===== config.mk =====
export PLATFORM = sky130hd
export DESIGN_NAME = psram_sleep_seq
export DESIGN_NICKNAME = d
export VERILOG_FILES = /design/src/rtl/psram_sleep_seq.sv
export SDC_FILE = /design/constraint.sdc
export NUM_CORES = 1
export LEC_CHECK = 0
export BUFFER_PORTS_ARGS = -buffer_cell sky130_fd_sc_hd__buf_2
export CORE_MARGIN = 5
export CORE_UTILIZATION = 33
export CTS_BUF_LIST = sky130_fd_sc_hd__clkbuf_8 sky130_fd_sc_hd__clkbuf_16
export CTS_CLUSTER_SIZE = 20
export DETAILED_ROUTE_END_ITERATION = 12
export GPL_TIMING_DRIVEN = 0
export SLEW_MARGIN = 30
export SYNTH_ARGS = -nofsm -noshare
export SYNTH_HDL_FRONTEND = slang
export SYNTH_SLANG_ARGS = --single-unit

===== constraint.sdc =====
create_clock -name clk -period 2 [get_ports clk]
set_input_delay 0.2 -clock clk [delete_from_list [all_inputs] [get_ports clk]]
set_output_delay 0.2 -clock clk [all_outputs]
set_load 0.005 [all_outputs]

===== src/rtl/psram_sleep_seq.sv =====
module psram_sleep_seq #(
  parameter int AW = 18,
  parameter logic [AW-1:0] CFG_DEFAULT = 18'h00010,
  parameter int MODE_BIT = 4,
  parameter int PAGE_BIT = 7,
  parameter int SETUP_CYC = 2,
  parameter int PULSE_CYC = 2,
  parameter int HOLD_CYC = 2,
  parameter int PAR_EXIT_CYC = 4,
  parameter int DPD_EXIT_CYC = 37500
) (
  input  logic          clk,
  input  logic          rst_n,
  input  logic          cmd_valid,
  input  logic [1:0]    cmd_op,
  input  logic [AW-1:0] cmd_cfg,
  output logic          cmd_ready,
  input  logic          acc_req,
  input  logic          acc_ce_n,
  input  logic [AW-1:0] acc_addr,
  output logic          acc_gnt,
  output logic [AW-1:0] mem_addr,
  output logic          mem_ce_n,
  output logic          mem_zz_n,
  output logic          dq_hiz,
  output logic          page_en,
  output logic [AW-1:0] cfg_shadow,
  output logic [1:0]    status,
  output logic          lost
);
  localparam int MA = (SETUP_CYC > PULSE_CYC) ? SETUP_CYC : PULSE_CYC;
  localparam int MB = (HOLD_CYC > PAR_EXIT_CYC) ? HOLD_CYC : PAR_EXIT_CYC;
  localparam int MC = (MA > MB) ? MA : MB;
  localparam int MX = (MC > DPD_EXIT_CYC) ? MC : DPD_EXIT_CYC;
  localparam int CW = $clog2(MX + 1);

  typedef enum logic [2:0] {S_IDLE, S_LSU, S_LPW, S_LHD, S_SLP, S_EXIT} st_t;

  st_t           st;
  logic [CW-1:0] cnt;
  logic [AW-1:0] hold_q;
  logic          deep_q;
  logic          take;

  assign cmd_ready = (st == S_IDLE) || (st == S_SLP);
  assign take      = cmd_valid && cmd_ready;
  assign acc_gnt   = acc_req && (st == S_IDLE) && !cmd_valid;
  assign mem_addr  = (st == S_IDLE) ? acc_addr : hold_q;
  assign mem_ce_n  = (st == S_IDLE) ? acc_ce_n : 1'b1;
  assign mem_zz_n  = !((st == S_LPW) || (st == S_SLP));
  assign dq_hiz    = (st != S_IDLE);
  assign page_en   = cfg_shadow[PAGE_BIT];
  assign status    = (st == S_IDLE) ? 2'd0 :
                     (st == S_SLP)  ? (deep_q ? 2'd2 : 2'd1) : 2'd3;

  always_ff @(posedge clk or negedge rst_n) begin
    if (!rst_n) begin
      st         <= S_IDLE;
      cnt        <= '0;
      hold_q     <= '0;
      deep_q     <= 1'b0;
      cfg_shadow <= CFG_DEFAULT;
      lost       <= 1'b0;
    end else begin
      case (st)
        S_IDLE: if (take && cmd_op == 2'd0) begin
          st     <= S_LSU;
          cnt    <= CW'(SETUP_CYC - 1);
          hold_q <= cmd_cfg;
        end else if (take && cmd_op == 2'd1) begin
          st     <= S_SLP;
          deep_q <= !cfg_shadow[MODE_BIT];
          if (!cfg_shadow[MODE_BIT]) lost <= 1'b1;
        end
        S_LSU: if (cnt == '0) begin
          st  <= S_LPW;
          cnt <= CW'(PULSE_CYC - 1);
        end else cnt <= cnt - 1'b1;
        S_LPW: if (cnt == '0) begin
          st         <= S_LHD;
          cnt        <= CW'(HOLD_CYC - 1);
          cfg_shadow <= hold_q;
        end else cnt <= cnt - 1'b1;
        S_LHD: if (cnt == '0) st <= S_IDLE;
               else cnt <= cnt - 1'b1;
        S_SLP: if (take && cmd_op == 2'd2) begin
          st  <= S_EXIT;
          cnt <= deep_q ? CW'(DPD_EXIT_CYC - 1) : CW'(PAR_EXIT_CYC - 1);
          if (deep_q) cfg_shadow <= CFG_DEFAULT;
        end
        S_EXIT: if (cnt == '0) st <= S_IDLE;
                else cnt <= cnt - 1'b1;
        default: st <= S_IDLE;
      endcase
    end
  end
endmodule


## Yosys cells after proc, flatten, opt, wreduce, memory -nomap -nowiden

Index checks and enable logic that the tools add are counted.

- Output and inout port bits: 45
- Register bits after elaboration: 57

- Muxes and demuxes: 22
- Add/sub/neg operators: 1
- Bitwise gates (word level): 2
- Equal/unequal tests: 15
- Reduce and logical (&&, ||, !) cells: 25

Operators by type and width:

| cell | count |
|---|---|
| 16-bit two-way mux | 5 |
| 18-bit two-way mux | 4 |
| 16-bit case mux with 4 select lines | 1 |
| 18-bit case mux with 2 select lines | 1 |
| 3-bit two-way mux | 6 |
| 16-bit zero test | 1 |
| 16-bit by 1-bit subtractor with 16-bit output (second input constant) | 1 |
| 3-bit case mux with 5 select lines | 1 |
| 4-bit AND reduction | 3 |
| 2-bit by 1-bit != test with 1-bit output (second input constant) | 4 |
| 3-bit by 2-bit == test with 1-bit output (second input constant) | 2 |
| 3-bit == test (second input constant) | 2 |
| 1-bit logical AND | 6 |
| 2-bit two-way mux | 3 |
| 2-bit != test (second input constant) | 3 |
| 5-bit AND reduction | 1 |
| 4-bit nonzero test | 1 |
| 2-bit OR reduction | 2 |
| 3-bit by 1-bit == test with 1-bit output (second input constant) | 1 |
| 1-bit zero test | 3 |
| 3-bit zero test | 1 |
| 3-bit by 1-bit != test with 1-bit output (second input constant) | 1 |
| 3-bit AND reduction | 1 |
| 3-bit nonzero test | 1 |
| 8 further kinds | 10 |

## Depth between registers and ports, before layout

- Depth after elaboration: 7
- Gate-level depth with buffers: 8

## Least setup slack after synthesis

No wires, ideal clock.

- Path type: register -> register
- Start point: reg cnt[0]
- End point: reg cfg_shadow[10]
- Path buffers: 1
- Cell stages (with the launch flop): 9
- Required time: 1.879 ns
- Clock period less this slack: 1.963 ns
- Arrival time: 1.842 ns
- Slack: 0.037 ns
- Cell sequence: dfrtp_1 > inv_1 > ha_1 > nor2b_1 > nand4_1 > nor3_1 > o21ai_1 > clkbuf_1 > a22o_1

- Longest elaborated chain between the ends: 3

RTL lines:

| what | line | source |
|---|---|---|
| start, declared | 40 | `logic [CW-1:0] cnt;` |
| start signal, assigned | 68 | `cnt <= CW'(SETUP_CYC - 1);` |
| start signal, assigned | 77 | `cnt <= CW'(PULSE_CYC - 1);` |
| start signal, assigned | 78 | `end else cnt <= cnt - 1'b1;` |
| 16-bit zero test | 79 | `S_LPW: if (cnt == '0) begin` |
| 2-bit by 1-bit != test with 1-bit output (no source line) | n/a |  |
| 4-bit AND reduction (no source line) | n/a |  |
| end signal, assigned | 82 | `cfg_shadow <= hold_q;` |
| end, declared | 27 | `output logic [AW-1:0] cfg_shadow,` |

No other way between the ends.
A chain may end at the register's enable or synchronous reset.

## Worst setup path in the final report

- Start point: reg cnt[8]
- End point: reg cfg_shadow[3]

Same word-level chain as after synthesis.

==> metrics.txt <==
min Tclk post-route 2064 ps; WHS Endpoint hold_q[4]; Hold Path Stages 2; Remaining DRCs 0; ant diodes 0; most frequent cells in the layout buf_2, dfrtp_1, mux2_2, buf_4, a22o_1; most common cell after layout, fill and taps aside buf_2; Synth Instances ~270; input/output buffers 87; total power 0.004439 W; routability cong. between 0.8 and 0.9; max_slew headroom 0.5055; DR pass1 iterations 4; Yosys reg bits 57; Worst Setup End Kind flip-flop; Critical R2R Capture cfg_shadow[3]; initial drt markers 78; Yosys Warn Count 0; DR vias/cell approximately 5.3; Max Cap Viol 0; unrepaired setup endpoints after global routing true; Max Slew Vio Count 0; hold_ws between 80 and 90 ps; Tcrit/Tclk final 1.032; Chip Width 105.3 µm; core area roughly 0.0088 mm²; skew final approximately 11 ps; Hold Path Class input pin to flip-flop; Tot GR Track Use 0.1575; CTS tree done; fraction of layout cells with a size suffix above 1 0.5400; setup ws final -64.35 ps; total wire length between 8000 and 9000 µm; Initial Utilization 0.3406; Max Buffers Root-to-Sink 2; status complete, but fails checks; clk_lat worst skew ~340 ps; Startpoint Class flip-flop; PwrDens 1058 mW/mm²; Sinks on Clock Net 57; Syn Area/Cell roughly 11 µm²; FP Rows 34; Final Setup Violations 18; DPL Wire Length around 5900 µm; Die Ht 105.3 µm; crit path kind flip-flop to flip-flop; initial antenna violation count 0; first-pass GRT wire length between 10000 and 15000 µm; fmax between 400 and 500 MHz; async set-reset flop share out of synthesis 1.000; worst reg2reg setup slack -60 ps; Req. time, crit path approximately 2300 ps; failing checks negative setup slack; Post-Syn Nets about 320; CTS H-tree lvls 3; cts bufs inserted 9; # IOs 88; via count between 2000 and 3000; clk slew on worst S/H paths about 80 ps; Final nets 440; worst hold start cmd_cfg[4]; vias in the first global route 2849; ANT nets after route 0; final hold viol count 0; Mapped Area approximately 0.0030 mm²; arrival time worst endpoint about 2300 ps; worst vdd ir ~0.34 mV; Post-synth EDFFs 0; library cells used by synthesis 54; routed len/inst 17.27 µm; launch point of the worst reg-to-reg path cnt[8]; crit path max fanout 5; cells on worst reg2reg path 6; Root Buffer clkbuf_8; measured slew at the worst slew-check pin 741.7 ps; Lkg Pwr ~2.1 nW; area growth from synthesis to layout 39.88%; largest net degree at the start of global routing 58; Place WS -557.1 ps; die area approximately 0.011 mm²; sequential fraction of the synthesis area 0.4760; top_reg_cell synth dfrtp_1; total grt overflow 0
[routing by layer]
layer | share of wire | wire, µm | GRT usage | up-vias
li1 | - | - | - | 1273
met1 | 0.42 | 3711 | 0.1879 | 1332
met2 | 0.49 | 4342 | 0.2691 | 95
met3 | 0.066 | 576 | 0.04462 | 15
met4 | 0.016 | 143 | 0.05998 | 0
met5 | 0 | 0 | 0 | -
[flip-flops by register name, indices dropped and copies added (netlist names)]
| signal | flops |
|---|---|
| hold_q | 18 |
| lost | 1 |
| st | 3 |
| cnt | 16 |
| deep_q | 1 |
| cfg_shadow | 18 |
[worst max path at each step]
stage,end,start,slack (ps),cells after the start
after floorplan,cfg_shadow[10],cnt[0],40,8
after global placement,cfg_shadow[13],cnt[0],-550,8
after detailed placement,cfg_shadow[11],cnt[0],-560,8
after CTS,mem_addr[15],st[0],-70,6
after global routing,cfg_shadow[6],cnt[8],-120,6
final,cfg_shadow[3],cnt[8],-60,6
[kinds of logic (layout without fill, tap and decap cells)]
logic type / Yosys count / after routing / synth area share
compound gates: 72 / 72 / 0.1802
xor+xnor: 1 / 1 / 0.002921
fa+ha+maj: 2 / 2 / 0.008342
buf+inv: 21 / 149 / 0.03171
flops: 57 / 57 / 0.4760
mux: 35 / 35 / 0.1314
simple gates: 84 / 84 / 0.1694
[power breakdown]
group	leakage (nW)	internal, W	switching (W)	total (W)
registers	0.756	0.00135	0.000227	0.00158
logic	1.25	0.000800	0.000989	0.00179
clock network	0.0970	0.000574	0.000498	0.00107
[what timing repair did]
action,CTS,global route
endpoints found under the hold margin,56,0
pin swaps,7,11
hold buffers,1,0
cloned,2,0
endpoints found under the setup margin,65,53
buffers inserted,16,7
resized for setup,36,26
[through the flow]
stage	area (µm²)	std cells	setup TNS, ps	util
after floorplan	2999	272	0	-
after global routing	4195	508	-2825	0.4764
after CTS	4054	501	-835.8	0.4604
after detailed placement	3576	467	-15320	0.4061
final	4195	508	-776.0	0.4764
after global placement	3570	467	-17760	0.4054
[final cells by class]
type / instances / area [µm²]
clock buffers: 9 / 123.9
plain buffers: 11 / 100.1
fillers: 817 / 4611
inverters: 9 / 36.28
multi-input cells: 194 / 1609
flip-flops and latches: 57 / 1434
well taps: 108 / 135.1
clock inverters: 7 / 71.32
repair buffers: 113 / 685.7
[synth_stat cells, drive strengths merged, types with 2 or more instances]
| library cell | n | area [µm²] |
|---|---|---|
| nand3 | 8 | 45.04 |
| buf | 6 | 38.79 |
| a31oi | 8 | 50.05 |
| o21ai | 10 | 50.05 |
| nand4b | 2 | 17.52 |
| a31o | 2 | 17.52 |
| nand2b | 4 | 25.02 |
| nor3b | 2 | 15.01 |
| o31ai | 7 | 52.55 |
| a221o | 4 | 40.04 |
| or3 | 5 | 36.28 |
| nand3b | 3 | 22.52 |
| a21oi | 8 | 43.79 |
| a22oi | 4 | 30.03 |
| nor2b | 2 | 12.51 |
| a22o | 17 | 148.9 |
| or2 | 4 | 25.03 |
| nand4 | 5 | 31.28 |
| o211ai | 3 | 22.52 |
| nand2 | 14 | 52.55 |
| nor4 | 4 | 55.05 |
| ha | 2 | 25.02 |
| inv | 9 | 33.78 |
| clkbuf | 6 | 22.52 |
| a21o | 2 | 15.01 |
| dfrtp | 56 | 1401 |
| nor2 | 18 | 75.07 |
| nor3 | 9 | 66.32 |
| mux2 | 35 | 394.1 |
[critical path: stages, from the launching register on]
cell     delay (ps)
dfrtp_2         430
or3_4           410
nor4_4          330
nand3_2         160
nor3_4          360
buf_6           180
a22o_1          120
Note: power is estimated with default switching activity, not from simulation.
